## config.mk

```make
export PLATFORM = sky130hd
export DESIGN_NAME = fsync_rate_sorter
export DESIGN_NICKNAME = d
export VERILOG_FILES = /design/src/rtl/rate_sort_pkg.sv /design/src/rtl/fsync_sync_edge.sv /design/src/rtl/frame_period_meter.sv /design/src/rtl/rate_bucket_match.sv /design/src/rtl/rate_lock_tracker.sv /design/src/rtl/fsync_rate_sorter.sv
export SDC_FILE = /design/constraint.sdc
export NUM_CORES = 1
export LEC_CHECK = 0
export ABC_AREA = 1
export BUFFER_PORTS_ARGS = -buffer_cell sky130_fd_sc_hd__buf_2
export CAP_MARGIN = 20
export CORE_AREA = 5 5 104 106
export CTS_CLUSTER_DIAMETER = 80
export DETAILED_ROUTE_END_ITERATION = 8
export DIE_AREA = 0 0 109 111
export GPL_TIMING_DRIVEN = 0
export PLACE_DENSITY = 0.65
export SLEW_MARGIN = 25
export SYNTH_ARGS = -nofsm -noshare
export SYNTH_HDL_FRONTEND = slang
export SYNTH_SLANG_ARGS = --single-unit
```

## constraint.sdc

```tcl
create_clock -name clk -period 3.8 [get_ports clk]
set_input_delay 1.14 -clock clk [delete_from_list [all_inputs] [get_ports clk]]
set_output_delay 1.14 -clock clk [all_outputs]
set_load 0.01 [all_outputs]
```

## src/rtl/rate_sort_pkg.sv

```systemverilog
package rate_sort_pkg;

   localparam int NUM_BKT = 12;
   localparam int CODE_W  = 6;

   typedef logic [CODE_W-1:0] rate_code_t;

   // bucket index 0 is the fastest rate, NUM_BKT-1 the slowest
   // limits are expressed in units of 10 Hz
   function automatic int unsigned bkt_fmin10(input int idx, input bit wide);
      case (idx)
         0:       return wide ? 67032 : 69854;
         1:       return wide ? 33516 : 34927;
         2:       return wide ? 16758 : 17464;
         3:       return wide ? 8379  : 8732;
         4:       return wide ? 4190  : 4366;
         5:       return wide ? 2793  : 2911;
         6:       return wide ? 2095  : 2183;
         7:       return wide ? 1397  : 1455;
         8:       return wide ? 1047  : 1091;
         9:       return wide ? 698   : 728;
         10:      return wide ? 419   : 437;
         11:      return 273;
         default: return 1;
      endcase
   endfunction

   function automatic int unsigned bkt_fmax10(input int idx, input bit wide);
      case (idx)
         0:       return wide ? 80640 : 77568;
         1:       return wide ? 40320 : 38784;
         2:       return wide ? 20160 : 19392;
         3:       return wide ? 10080 : 9696;
         4:       return wide ? 5040  : 4848;
         5:       return wide ? 3360  : 3232;
         6:       return wide ? 2520  : 2424;
         7:       return wide ? 1680  : 1616;
         8:       return wide ? 1260  : 1212;
         9:       return wide ? 840   : 808;
         10:      return wide ? 504   : 485;
         11:      return 303;
         default: return 1;
      endcase
   endfunction

   function automatic rate_code_t bkt_code(input int idx);
      case (idx)
         0:       return 6'd1;
         1:       return 6'd5;
         2:       return 6'd10;
         3:       return 6'd15;
         4:       return 6'd20;
         5:       return 6'd23;
         6:       return 6'd25;
         7:       return 6'd28;
         8:       return 6'd30;
         9:       return 6'd33;
         10:      return 6'd37;
         11:      return 6'd40;
         default: return 6'd0;
      endcase
   endfunction

   // the slowest bucket only exists in the narrow set
   function automatic bit bkt_in_wide(input int idx);
      return idx < NUM_BKT - 1;
   endfunction

   // smallest cycle count for a rate ceiling
   function automatic longint unsigned cnt_lo(input longint unsigned ref_hz,
                                              input int unsigned fmax10);
      return (ref_hz + 64'(fmax10) * 10 - 1) / (64'(fmax10) * 10);
   endfunction

   // largest cycle count for a rate floor
   function automatic longint unsigned cnt_hi(input longint unsigned ref_hz,
                                              input int unsigned fmin10);
      return ref_hz / (64'(fmin10) * 10);
   endfunction

endpackage

```

## src/rtl/fsync_sync_edge.sv

```systemverilog
module fsync_sync_edge #(
   parameter int SYNC_STAGES = 2
) (
   input  logic clk,
   input  logic rst_n,
   input  logic async_in,
   output logic rise
);

   if (SYNC_STAGES < 2) begin : g_bad_stages
      $error("fsync_sync_edge: SYNC_STAGES must be at least 2");
   end

   logic [SYNC_STAGES-1:0] sync_q;
   logic                   last_q;

   always_ff @(posedge clk or negedge rst_n) begin
      if (!rst_n) begin
         sync_q <= '0;
         last_q <= 1'b0;
      end else begin
         sync_q <= {sync_q[SYNC_STAGES-2:0], async_in};
         last_q <= sync_q[SYNC_STAGES-1];
      end
   end

   assign rise = sync_q[SYNC_STAGES-1] & ~last_q;

endmodule

```

## src/rtl/frame_period_meter.sv

```systemverilog
module frame_period_meter #(
   parameter int CNT_W = 14
) (
   input  logic             clk,
   input  logic             rst_n,
   input  logic             rise,
   output logic             cap_stb,
   output logic             tmo_stb,
   output logic [CNT_W-1:0] meas
);

   localparam logic [CNT_W-1:0] CNT_MAX = {CNT_W{1'b1}};

   logic [CNT_W-1:0] cnt_q;
   logic             armed_q;

   always_ff @(posedge clk or negedge rst_n) begin
      if (!rst_n) begin
         cnt_q   <= '0;
         armed_q <= 1'b0;
      end else if (rise) begin
         cnt_q   <= CNT_W'(1);
         armed_q <= 1'b1;
      end else if (armed_q && cnt_q != CNT_MAX) begin
         cnt_q <= cnt_q + CNT_W'(1);
      end
   end

   assign cap_stb = rise & armed_q;
   // the counter is about to saturate with no edge seen
   assign tmo_stb = armed_q & ~rise & (cnt_q == CNT_MAX - CNT_W'(1));
   assign meas    = tmo_stb ? CNT_MAX : cnt_q;

endmodule

```

## src/rtl/rate_bucket_match.sv

```systemverilog
module rate_bucket_match
   import rate_sort_pkg::*;
#(
   parameter int              CNT_W  = 14,
   parameter longint unsigned REF_HZ = 64'd24_576_000
) (
   input  logic [CNT_W-1:0] meas,
   input  logic             wide,
   output rate_code_t       code
);

   logic [NUM_BKT-1:0] hit_n;
   logic [NUM_BKT-1:0] hit_w;
   logic [NUM_BKT-1:0] hit_sel;

   for (genvar i = 0; i < NUM_BKT; i++) begin : g_bkt
      localparam longint unsigned NLO = cnt_lo(REF_HZ, bkt_fmax10(i, 1'b0));
      localparam longint unsigned NHI = cnt_hi(REF_HZ, bkt_fmin10(i, 1'b0));

      assign hit_n[i] = (64'(meas) >= NLO) && (64'(meas) <= NHI);

      if (bkt_in_wide(i)) begin : g_wide
         localparam longint unsigned WLO = cnt_lo(REF_HZ, bkt_fmax10(i, 1'b1));
         localparam longint unsigned WHI = cnt_hi(REF_HZ, bkt_fmin10(i, 1'b1));
         assign hit_w[i] = (64'(meas) >= WLO) && (64'(meas) <= WHI);
      end else begin : g_narrow_only
         assign hit_w[i] = 1'b0;
      end
   end

   assign hit_sel = wide ? hit_w : hit_n;

   // windows do not overlap; lowest index wins if they ever did
   always_comb begin
      code = '0;
      for (int i = NUM_BKT - 1; i >= 0; i--) begin
         if (hit_sel[i]) code = bkt_code(i);
      end
   end

endmodule

```

## src/rtl/rate_lock_tracker.sv

```systemverilog
module rate_lock_tracker
   import rate_sort_pkg::*;
#(
   parameter int CNT_W = 14
) (
   input  logic             clk,
   input  logic             rst_n,
   input  logic             cap_stb,
   input  logic             tmo_stb,
   input  rate_code_t       cls_code,
   input  logic [CNT_W-1:0] meas,
   input  logic             err_clr,
   output logic             rate_valid,
   output rate_code_t       rate_code,
   output logic             clk_err,
   output logic [CNT_W-1:0] period_cnt
);

   rate_code_t cand_q;
   rate_code_t last_lock_q;
   rate_code_t cls_eff;
   logic       evt;
   logic       err_set;

   assign evt     = cap_stb | tmo_stb;
   assign cls_eff = tmo_stb ? '0 : cls_code;

   always_comb begin
      err_set = 1'b0;
      if (evt) begin
         if (cls_eff == '0) begin
            err_set = 1'b1;
         end else if (cls_eff == cand_q && last_lock_q != '0 && last_lock_q != cls_eff) begin
            err_set = 1'b1;
         end
      end
   end

   always_ff @(posedge clk or negedge rst_n) begin
      if (!rst_n) begin
         rate_valid  <= 1'b0;
         rate_code   <= '0;
         cand_q      <= '0;
         last_lock_q <= '0;
         period_cnt  <= '0;
      end else if (evt) begin
         period_cnt <= meas;
         if (cls_eff == '0) begin
            rate_valid <= 1'b0;
            rate_code  <= '0;
            cand_q     <= '0;
         end else if (cls_eff == cand_q) begin
            rate_valid  <= 1'b1;
            rate_code   <= cls_eff;
            last_lock_q <= cls_eff;
         end else begin
            cand_q     <= cls_eff;
            rate_valid <= 1'b0;
            rate_code  <= '0;
         end
      end
   end

   always_ff @(posedge clk or negedge rst_n) begin
      if (!rst_n) clk_err <= 1'b0;
      else        clk_err <= err_set | (clk_err & ~err_clr);
   end

endmodule

```

## src/rtl/fsync_rate_sorter.sv

```systemverilog
module fsync_rate_sorter
   import rate_sort_pkg::*;
#(
   parameter longint unsigned REF_HZ      = 64'd24_576_000,
   parameter int              CNT_W       = 14,
   parameter int              SYNC_STAGES = 2
) (
   input  logic             clk,
   input  logic             rst_n,
   input  logic             fsync_in,
   input  logic             tol_wide,
   input  logic             err_clr,
   output logic             rate_valid,
   output logic [5:0]       rate_code,
   output logic             clk_err,
   output logic [CNT_W-1:0] period_cnt
);

   localparam longint unsigned CNT_MAX_L  = (64'd1 << CNT_W) - 1;
   localparam longint unsigned SLOW_CNT   = cnt_hi(REF_HZ, bkt_fmin10(NUM_BKT - 1, 1'b0));
   localparam longint unsigned FAST_CNT   = cnt_lo(REF_HZ, bkt_fmax10(0, 1'b1));

   if (SLOW_CNT >= CNT_MAX_L) begin : g_bad_width
      $error("fsync_rate_sorter: CNT_W too small for slowest window");
   end
   if (FAST_CNT < 64'd16) begin : g_bad_ref
      $error("fsync_rate_sorter: REF_HZ too low to resolve fastest window");
   end
   if (CODE_W != 6) begin : g_bad_code
      $error("fsync_rate_sorter: code width mismatch");
   end

   logic             rise;
   logic             cap_stb;
   logic             tmo_stb;
   logic [CNT_W-1:0] meas;
   rate_code_t       cls_code;
   rate_code_t       code_q;

   fsync_sync_edge #(
      .SYNC_STAGES (SYNC_STAGES)
   ) u_edge (
      .clk      (clk),
      .rst_n    (rst_n),
      .async_in (fsync_in),
      .rise     (rise)
   );

   frame_period_meter #(
      .CNT_W (CNT_W)
   ) u_meter (
      .clk     (clk),
      .rst_n   (rst_n),
      .rise    (rise),
      .cap_stb (cap_stb),
      .tmo_stb (tmo_stb),
      .meas    (meas)
   );

   rate_bucket_match #(
      .CNT_W  (CNT_W),
      .REF_HZ (REF_HZ)
   ) u_match (
      .meas (meas),
      .wide (tol_wide),
      .code (cls_code)
   );

   rate_lock_tracker #(
      .CNT_W (CNT_W)
   ) u_track (
      .clk        (clk),
      .rst_n      (rst_n),
      .cap_stb    (cap_stb),
      .tmo_stb    (tmo_stb),
      .cls_code   (cls_code),
      .meas       (meas),
      .err_clr    (err_clr),
      .rate_valid (rate_valid),
      .rate_code  (code_q),
      .clk_err    (clk_err),
      .period_cnt (period_cnt)
   );

   assign rate_code = code_q;

endmodule

```

==> results of run 1 <==
-- through the flow --
stage | cells | util, % | cell area (µm²)
floorplan | 685 | - | 4300
global placement | 844 | 47.5 | 4600
detailed placement | 844 | 47.5 | 4600
CTS | 852 | 48.6 | 4710
global route | 852 | 48.7 | 4710
finish | 852 | 48.7 | 4710
-- repair_timing --
| item | in CTS | in global routing |
|---|---|---|
| setup buffers | 0 | 0 |
| endpoints found under the setup margin | 0 | 20 |
| gates resized for setup | 0 | 5 |
-- per-layer routing --
metal  routed length [µm]  vias up  global-route usage, %
li1                     -     2296                      -
met1                 7200     2248                   39.4
met2                 6800      280                   39.4
met5                    0        -                      0
met3                 1320       54                   2.91
met4                  692        0                   11.3
-- path summary, 6_finish.rpt --
path                                       start                     end  cells past startpoint
max in group asynchronous                  rst_n  u_track.last_lock_q[2]                      1
worst max register to register  u_meter.cnt_q[0]       u_track.cand_q[1]                     23
worst min register to register  u_edge.sync_q[0]        u_edge.sync_q[1]                      0
min in group asynchronous                  rst_n         u_meter.armed_q                      1
worst max-delay path            u_meter.cnt_q[0]       u_track.cand_q[1]                     23
worst min-delay path            u_edge.sync_q[0]        u_edge.sync_q[1]                      0
-- worst max-delay path: stages, from the launching register on --
cell and delay, ns:
dfrtp_2 0.49, inv_2 0.17, buf_4 0.23, ha_1 0.16, nand3_1 0.09, nor2_2 0.16
nand2_4 0.09, nand2_1 0.15, nand2_1 0.11, nand2_1 0.09, nand2_1 0.06, nand2_1 0.05
nand2_1 0.05, nand2_1 0.16, nand2_1 0.07, nor2_1 0.20, nand4_1 0.13, nand2_1 0.09
nand3_1 0.11, nor3_4 0.28, nand2_2 0.12, nand2_2 0.19, nand2_1 0.07, o21ai_1 0.08
-- cell families after synthesis --
kind of cell,count (synthesis)
buffers and inverters,106
adder cells (fa/ha/maj),2
AND/OR/NAND/NOR,426
AO/OA/AOI/OAI,98
XOR/XNOR,1
flip-flops,52
-- state kept, by name, indices dropped and copies added (netlist names) --
signal,cells
u_track.rate_code,6
u_track.rate_valid,1
u_meter.armed_q,1
u_meter.cnt_q,14
u_edge.last_q,1
u_edge.sync_q,2
u_track.cand_q,6
u_track.clk_err,1
u_track.period_cnt,14
u_track.last_lock_q,6
-- area by class of cell --
cell class | count | area (µm²) | area share (%)
clock inverter | 2 | 35.0 | 0.743
buffer | 18 | 88.8 | 1.88
tap | 133 | 166 | 3.53
sequential | 52 | 1300 | 27.6
inverter | 88 | 335 | 7.11
timing repair buffer | 26 | 133 | 2.81
clock buffer | 6 | 72.6 | 1.54
multi-input combinational | 527 | 2580 | 54.7
-- power breakdown --
part	total [mW]	internal [mW]	switching, mW	leakage [nW]
clock	0.389	0.196	0.193	0.0552
combinational	0.504	0.127	0.378	1.81
sequential	0.662	0.602	0.0605	0.694
-- cells in the final DEF, fill, tap and decap left out, drive strengths merged, types with 3 or more instances in the layout --
| cell | n |
|---|---|
| nand2 | 232 |
| nor2 | 87 |
| inv | 86 |
| nand3 | 56 |
| dfrtp | 52 |
| o21ai | 43 |
| buf | 34 |
| a21oi | 31 |
| nand4 | 20 |
| nor3 | 19 |
| clkbuf | 16 |
| a31oi | 6 |
| o31ai | 5 |
| nand3b | 5 |
| nor4 | 5 |
| a211oi | 3 |
| clkinv | 3 |
==> flow_summary_export.csv, run 1 <==
group,metric,value,unit
timing,finalCritPeriodShare,92.6,%
global_routing,grt_max_degree,53,
timing,max_slew_margin,46.3,%
global_routing,antenna_found_initial,0,
run,cap_violations,0,
global_routing,gr-total-overflow,0,
timing,hold_viol_final,0,
power_and_ir_drop,power_density,330,nW/µm²
yosys,synthTopCellsByArea,"dfrtp_1, nand2_1, inv_1",
drt,drt_pass1_iterations,7,
timing,timing.hold.ws,0.377,ns
timing,maxSlewViolCount,0,
critical_path,crit_type,"flip-flop to flip-flop",
yosys,yosysUniqueCellTypes,46,
yosys,synth_flop_cell,"dfrtp_1",
yosys,synth-compound-area-share,13.2,%
yosys,synth_top_area_cell,"dfrtp_1",
yosys,syn-num-nets,692,
status,status,"finished clean",
drt,remaining_drc_errors,0,
drt,routed_wl,16000,µm
yosys,yosysWarnings,0,
global_routing,grt_pass1_vias,4534,
floorplan,die_h,111,µm
timing,min_period,3.52,ns
yosys,synth.yosys.seq_area_share,30.3,%
yosys,synth-xor-area-share,0.204,%
timing,setup_ws,0.280,ns
floorplan,rows,36,
placed_design,pre_cts_slack,0.165,ns
yosys,yosysMostFrequentCell,"nand2_1",
power_and_ir_drop,leakage,2.56,nW
yosys,synth_edf_count,0,
yosys,synth-simple-area-share,46.0,%
yosys,syn_inst,685,
finish,antenna_cells,0,
timing,setup_tns,0,ns
floorplan,ioPinCount,27,
global_routing,track_usage,26.8,%
yosys,async_reset_ff_share,100,%
critical_path,path_max_fanout,10,
critical_path,worstSetupStartpointType,"flip-flop",
yosys,synthMuxAreaShare,0,%
yosys,synth_common_cells,"nand2_1, inv_1, nor2_1, dfrtp_1, nand3_1",
timing,rsz0062_at_grt,"false",
finish,nFillCells,1064,
cts,clk_path_buf_depth,2,
floorplan,core,9680,µm²
floorplan,start_util,44.4,%
timing,tightest_slew,0.805,ns
yosys,yosys_register_bits,52,
critical_path,arrival,3.76,ns
critical_path,r2r_setup_slack,0.28,ns
yosys,synth_top_family_by_area,"simple AND/OR/NAND/NOR gates",
yosys,syn_area,4300,µm²
placed_design,portBuffers,26,
drt,post_drt_wl_per_cell,18.8,µm
global_routing,grt_pass1_wl,25000,µm
cts,clkLatencyLatePin,0.32,ns
drt,route.vias.total,4878,
finish,fin_nets,725,
critical_path,cp.required,4.04,ns
drt,drt_iter0_drc,687,
finish,layout-drive-gt1-share,13.5,%
power_and_ir_drop,power,1.55,mW
cts,cts_sinks,52,
cts,clkTransAtPathRegs,0.10,ns
floorplan,fp.dieW,109,µm
cts,cts-root-buf,"clkbuf_8",
cts,ctsHoldBuffers,0,
yosys,avgSynthCellArea,6.28,µm²
floorplan,dieArea,12100,µm²
yosys,synthAdderAreaFrac,0.582,%
timing,setup_viol,0,
power_and_ir_drop,max-vdd-ir-drop,0.325,mV
yosys,synth_top_area_share,30.3,%
finish,syn2layout_area_growth,9.60,%
timing,clock_skew,0.0148,ns
drt,viasPerCell,5.73,
cts,cts_tree,"done",
cts,cts_buffers,5,
worst_hold_path,min_path_type,"flip-flop to flip-flop",
placed_design,dp_hpwl,12300,µm
cts,h-tree-depth,2,
timing,fmax,284,MHz
placed_design,gp_congestion,1.03,
drt,ant_nets,0,
critical_path,crit_path_end_kind,"flip-flop",
Note: power is estimated with default switching activity, not from simulation.
==> run 2: changes to the inputs <==
--- a/config.mk
+++ b/config.mk
@@ -13,7 +13,9 @@
 export DETAILED_ROUTE_END_ITERATION = 8
 export DIE_AREA = 0 0 109 111
 export GPL_TIMING_DRIVEN = 0
+export MAX_ROUTING_LAYER = met4
 export PLACE_DENSITY = 0.65
+export REMOVE_ABC_BUFFERS = 1
 export SLEW_MARGIN = 25
 export SYNTH_ARGS = -nofsm -noshare
 export SYNTH_HDL_FRONTEND = slang
==> run 2 against run 1 <==
  * Fmax is 3.2% lower
  * Largest power group unchanged
  * Worst hold slack got worse by 0.018 ns
  * Sequential cell count did not move
==> flow_summary_export.csv, run 2 (synthesized netlist as in run 1, its figures left out) <==
group,metric,value,unit
cts,clkTransAtPathRegs,0.11,ns
power_and_ir_drop,power_density,331,nW/µm²
global_routing,track_usage,26.1,%
power_and_ir_drop,leakage,2.52,nW
critical_path,worstSetupStartpointType,"flip-flop",
drt,viasPerCell,5.78,
floorplan,ioPinCount,27,
drt,drt_pass1_iterations,6,
finish,layout_common_cells,"nand2_1, inv_1, nor2_1",
cts,cts-root-buf,"clkbuf_8",
floorplan,core,9680,µm²
power_and_ir_drop,seqPwrFrac,43.3,%
drt,routed_wl,15200,µm
timing,maxSlewViolCount,0,
power_and_ir_drop,power_frac_comb,31.2,%
power_and_ir_drop,pwr-share-clk,25.5,%
floorplan,start_util,44.4,%
finish,final_area,4660,µm²
drt,drt_iter0_drc,524,
global_routing,grt_pass1_wl,24000,µm
timing,finalCritPeriodShare,95.7,%
finish,layout-drive-gt1-share,13.8,%
floorplan,dieArea,12100,µm²
floorplan,fp.dieW,109,µm
worst_hold_path,min_path_type,"flip-flop to flip-flop",
timing,tightest_slew,0.904,ns
timing,setup_tns,0,ns
power_and_ir_drop,max-vdd-ir-drop,0.272,mV
cts,cts_sinks,52,
finish,syn2layout_area_growth,8.35,%
global_routing,gr-total-overflow,0,
finish,top_regs,"u_meter.cnt_q (14), u_track.period_cnt (14)",
placed_design,portBuffers,26,
floorplan,die_h,111,µm
run,cap_violations,0,
finish,fin_nets,708,
timing,min_period,3.64,ns
power_and_ir_drop,p_int,916,µW
global_routing,antenna_found_initial,0,
timing,hold_viol_final,0,
drt,route.vias.total,4829,
cts,clkLatencyLatePin,0.32,ns
timing,rsz0062_at_grt,"false",
cts,cts_tree,"done",
drt,remaining_drc_errors,0,
cts,h-tree-depth,2,
global_routing,grt_max_degree,53,
placed_design,dp_hpwl,11300,µm
timing,fmax,275,MHz
drt,ant_nets,0,
status,status,"finished clean",
timing,clock_skew,0.0112,ns
cts,clk_path_buf_depth,2,
placed_design,place_area,4510,µm²
cts,cts_buffers,5,
critical_path,arrival,3.89,ns
power_and_ir_drop,switching_power,628,µW
power_and_ir_drop,netSwitchingFraction,40.7,%
timing,max_slew_margin,39.6,%
global_routing,grt_pass1_vias,4378,
floorplan,rows,36,
critical_path,cp.required,4.05,ns
timing,timing.hold.ws,0.358,ns
critical_path,crit_path_end_kind,"flip-flop",
finish,antenna_cells,0,
critical_path,path_max_fanout,13,
timing,setup_viol,0,
placed_design,gp_congestion,1.05,
finish,mostFrequentLayoutCell,"nand2_1",
drt,post_drt_wl_per_cell,18.2,µm
critical_path,crit_type,"flip-flop to flip-flop",
## run 2: cell types whose count changed in the layout (fill, tap and decap cells not counted), sizes merged
cell / previous run / this run
buf: 34 / 27
inv: 86 / 85
clkbuf: 16 / 5
clkinvlp: 0 / 2
## run 2: power by group through the flow
stage / Sequential [mW] / Combinational, mW / Clock [mW]
finish: 0.668 / 0.481 / 0.394
global route: 0.675 / 0.520 / 0.429
CTS: 0.664 / 0.467 / 0.408
detailed placement: 0.674 / 0.461 / 0
global placement: 0.672 / 0.467 / 0
floorplan: 0.664 / 0.290 / 0
## run 2: cell type report
type	instances	area (µm²)
Fill cell	1017	5020
Multi-Input combinational cell	527	2600
Sequential cell	52	1310
Inverter	88	339
Tap cell	133	166
Timing Repair Buffer	27	140
Clock buffer	5	68.8
Clock inverter	3	42.5
## run 2: metrics by stage
stage               power, mW  setup WS (ns)  cells  util, %
floorplan               0.954          0.920    667        -
global placement         1.14        -0.0772    826     46.6
detailed placement       1.14        -0.0490    826     46.6
CTS                      1.54          0.159    835     47.9
global route             1.62        0.00765    835     48.1
finish                   1.54          0.163    835     48.1
## run 2: metal layers
layer | vias up | track usage (%) | routed length [µm]
li1 | 2269 | - | -
met1 | 2225 | 37.7 | 6820
met2 | 296 | 36.2 | 6250
met3 | 39 | 4.83 | 1550
met4 | 0 | 8.67 | 572
met5 | - | - | 0
## run 2: worst paths after layout
path	slack [ns]	to	startpoint	cells after the start
worst max-delay path	0.16	u_track.rate_code[1]	u_meter.cnt_q[3]	19
worst min-delay path	0.36	u_edge.sync_q[1]	u_edge.sync_q[0]	0
worst max register to register	0.16	u_track.rate_code[1]	u_meter.cnt_q[3]	19
worst min register to register	0.36	u_edge.sync_q[1]	u_edge.sync_q[0]	0
max in group asynchronous	2.45	u_meter.cnt_q[9]	rst_n	1
min in group asynchronous	0.85	u_track.period_cnt[6]	rst_n	1
## run 2: timing repair
| item | 4_1_cts | 5_1_grt |
|---|---|---|
| setup endpoints to repair | 18 | 19 |
| setup buffers | 1 | 0 |
| gates resized for setup | 2 | 8 |
| hold buffers | 0 | 0 |
## run 2: worst max-delay path, stage by stage, from the launching register on
cell	delay (ns)
dfrtp_1	0.43
inv_1	0.40
nand2_1	0.24
o21ai_0	0.56
nand2_1	0.19
nand2_1	0.10
nand2_1	0.05
nand3_1	0.06
nand2_1	0.14
inv_1	0.09
nand4_1	0.20
nand2_1	0.12
nand2_1	0.05
inv_1	0.06
nand3_1	0.11
nor3_4	0.30
nand3_4	0.19
inv_4	0.16
nand2_2	0.07
nand2_1	0.07
==> run 3: changes to the inputs <==
--- a/config.mk
+++ b/config.mk
@@ -8,10 +8,10 @@
 export ABC_AREA = 1
 export BUFFER_PORTS_ARGS = -buffer_cell sky130_fd_sc_hd__buf_2
 export CAP_MARGIN = 20
-export CORE_AREA = 5 5 104 106
+export CORE_AREA = 5 5 119 93
 export CTS_CLUSTER_DIAMETER = 80
 export DETAILED_ROUTE_END_ITERATION = 8
-export DIE_AREA = 0 0 109 111
+export DIE_AREA = 0 0 124 98
 export GPL_TIMING_DRIVEN = 0
 export MAX_ROUTING_LAYER = met4
 export PLACE_DENSITY = 0.65
==> run 3 against run 2 <==
  * Non-clock buffer count rose by 7
  * Fmax rose by 1.2%
  * Sequential share of layout area fell by 0.60 points
  * Largest power group unchanged
  * Sequential power barely moved
  * Final cell count rose by 1.2%
  * Critical path depth rose by 5
  * Via count fell by 2.3%
  * Die area rose by 0.44%
  * Highest routed layer unchanged
  * Combinational power rose by 7.3%
==> flow_summary_export.csv, run 3 (synthesized netlist as in run 1, its figures left out) <==
group,metric,value,unit
critical_path,cp_top_family,"simple AND/OR/NAND/NOR gates",
floorplan,dieArea,12200,µm²
timing,finalCritPeriodShare,94.5,%
drt,drt_pass1_iterations,5,
floorplan,start_util,43.5,%
worst_hold_path,worstHoldStart,"u_edge.sync_q[0]",
finish,fin_util,48.2,%
drt,ant_nets,0,
cts,clk_path_buf_depth,2,
finish,layout-drive-gt1-share,14.4,%
timing,setup_ws,0.207,ns
drt,post_drt_wl_per_cell,18.7,µm
power_and_ir_drop,max-vdd-ir-drop,0.378,mV
global_routing,grt_pass1_vias,4289,
global_routing,track_usage,27.5,%
worst_hold_path,min_path_type,"flip-flop to flip-flop",
cts,h-tree-depth,2,
floorplan,rows,32,
worst_hold_path,min_to,"u_edge.sync_q[1]",
critical_path,path_max_fanout,14,
critical_path,crit_type,"flip-flop to flip-flop",
drt,remaining_drc_errors,0,
power_and_ir_drop,leakage,2.56,nW
critical_path,critical_path.cell_chain,"nand2_1 -> nor2_1 -> nand2_1 -> nor2_2 -> nand2_4 -> o21ai_2 -> nand2_1 -> nand2_1 -> nand2_1 -> nand2_1 -> nand2_1 -> nand2_1 -> nand2_1 -> nand2_1 -> inv_1 -> nand2_1 -> nand2_1 -> nand2_1 -> nand3_1 -> nor3_4 -> nand3_4 -> inv_4 -> nand2_2 -> nand2_1",
timing,timing.hold.ws,0.359,ns
global_routing,grt_max_degree,53,
finish,regArea,1310,µm²
timing,tightest_slew,0.872,ns
finish,multi_input_area,2580,µm²
timing,min_period,3.59,ns
drt,viasPerCell,5.58,
cts,cts_buffers,5,
power_and_ir_drop,power_density,364,nW/µm²
finish,mostFrequentLayoutCell,"nand2_1",
global_routing,gr-total-overflow,0,
cts,cts-root-buf,"clkbuf_16",
floorplan,die_h,98,µm
timing,clock_skew,0.00901,ns
cts,ctsHoldBuffers,0,
critical_path,reg2reg_to,"u_track.rate_code[0]",
critical_path,cp_common_cell,"nand2_1",
finish,antenna_cells,0,
critical_path,worstSetupStartpointType,"flip-flop",
floorplan,ioPinCount,27,
placed_design,dp_hpwl,12100,µm
placed_design,dp.cells,829,
critical_path,timing.rr.start,"u_meter.cnt_q[10]",
timing,hold_viol_final,0,
timing,setup_viol,0,
run,cap_violations,0,
critical_path,cp.required,4.03,ns
global_routing,antenna_found_initial,0,
timing,rsz0062_at_grt,"false",
critical_path,arrival,3.82,ns
finish,layout_common_cells,"nand2_1, inv_1, nor2_1",
finish,top_regs,"u_meter.cnt_q (14), u_track.period_cnt (14)",
finish,nFillCells,1073,
placed_design,portBuffers,26,
critical_path,slowest_delay,0.58,ns
placed_design,gp_congestion,1.01,
cts,cts_sinks,52,
critical_path,slowest_stage,"dfrtp_1",
floorplan,fp.dieW,124,µm
status,status,"finished clean",
finish,syn2layout_area_growth,10.7,%
critical_path,r2r_setup_slack,0.21,ns
critical_path,crit_buf_inv,2,
cts,clkTransAtPathRegs,0.07,ns
timing,maxSlewViolCount,0,
finish,fin_cells,845,
finish,fin_nets,715,
critical_path,rr_worst_depth,24,
placed_design,pre_cts_slack,-0.120,ns
worst_hold_path,hold_depth,0,
timing,setup_tns,0,ns
drt,drt_iter0_drc,648,
cts,clkLatencyLatePin,0.30,ns
critical_path,crit_path_end_kind,"flip-flop",
drt,route.vias.total,4719,
cts,cts_tree,"done",
floorplan,core,9890,µm²
drt,routed_wl,15800,µm
timing,max_slew_margin,41.8,%
global_routing,grt_pass1_wl,24700,µm
timing,fmax,278,MHz
[run 3: changes by cell type in the layout (fill, tap and decap cells not counted), sizes merged]
| cell | change |
|---|---|
| clkbuf | +1 |
| clkinv | -1 |
| buf | +7 |
[run 3: repair_timing]
| action | in CTS | in global routing |
|---|---|---|
| setup buffers | 1 | 7 |
| gates resized for setup | 2 | 6 |
| endpoints found under the setup margin | 18 | 20 |
| pin swaps | 0 | 0 |
[run 3: how the worst max path moves through the flow]
stage                            from                      to  slack (ns)  cells past startpoint
finish              u_meter.cnt_q[10]    u_track.rate_code[0]        0.21                     24
global route        u_meter.cnt_q[10]  u_track.last_lock_q[5]       0.004                     24
CTS                  u_meter.cnt_q[5]    u_track.rate_code[0]       0.008                     21
detailed placement   u_meter.cnt_q[0]  u_track.last_lock_q[5]       -0.12                     24
global placement     u_meter.cnt_q[0]    u_track.rate_code[0]       -0.10                     24
floorplan            u_meter.cnt_q[0]    u_track.rate_code[5]        0.92                     24
[run 3: area by class of cell]
cell class / instances / share of cell area, %
Multi-Input combinational cell: 527 / 54.2
Clock inverter: 2 / 0.815
Tap cell: 136 / 3.57
Timing Repair Buffer: 34 / 4.05
Clock buffer: 6 / 2.71
Sequential cell: 52 / 27.4
Inverter: 88 / 7.20
[run 3: power breakdown]
part	internal, mW	switching, mW	total [mW]
clock	0.315	0.233	0.548
combinational	0.139	0.377	0.516
sequential	0.601	0.0691	0.670
total	1.05	0.679	1.73
[run 3: metrics by stage]
| step | area [µm²] | total power [mW] |
|---|---|---|
| after floorplan | 4210 | 0.954 |
| after global routing | 4760 | 1.82 |
| final | 4760 | 1.73 |
| after global placement | 4510 | 1.16 |
| after CTS | 4700 | 1.70 |
| after detailed placement | 4520 | 1.15 |
[run 3: routing by layer]
| layer | vias to the layer above | wire length (µm) | GRT usage, % | share of wire (%) |
|---|---|---|---|---|
| met5 | - | 0 | - | 0 |
| met4 | 0 | 235 | 5.56 | 1.5 |
| met3 | 22 | 1520 | 6.83 | 9.6 |
| met2 | 238 | 6420 | 35.8 | 41 |
| met1 | 2182 | 7620 | 42.5 | 48 |
| li1 | 2277 | - | - | - |
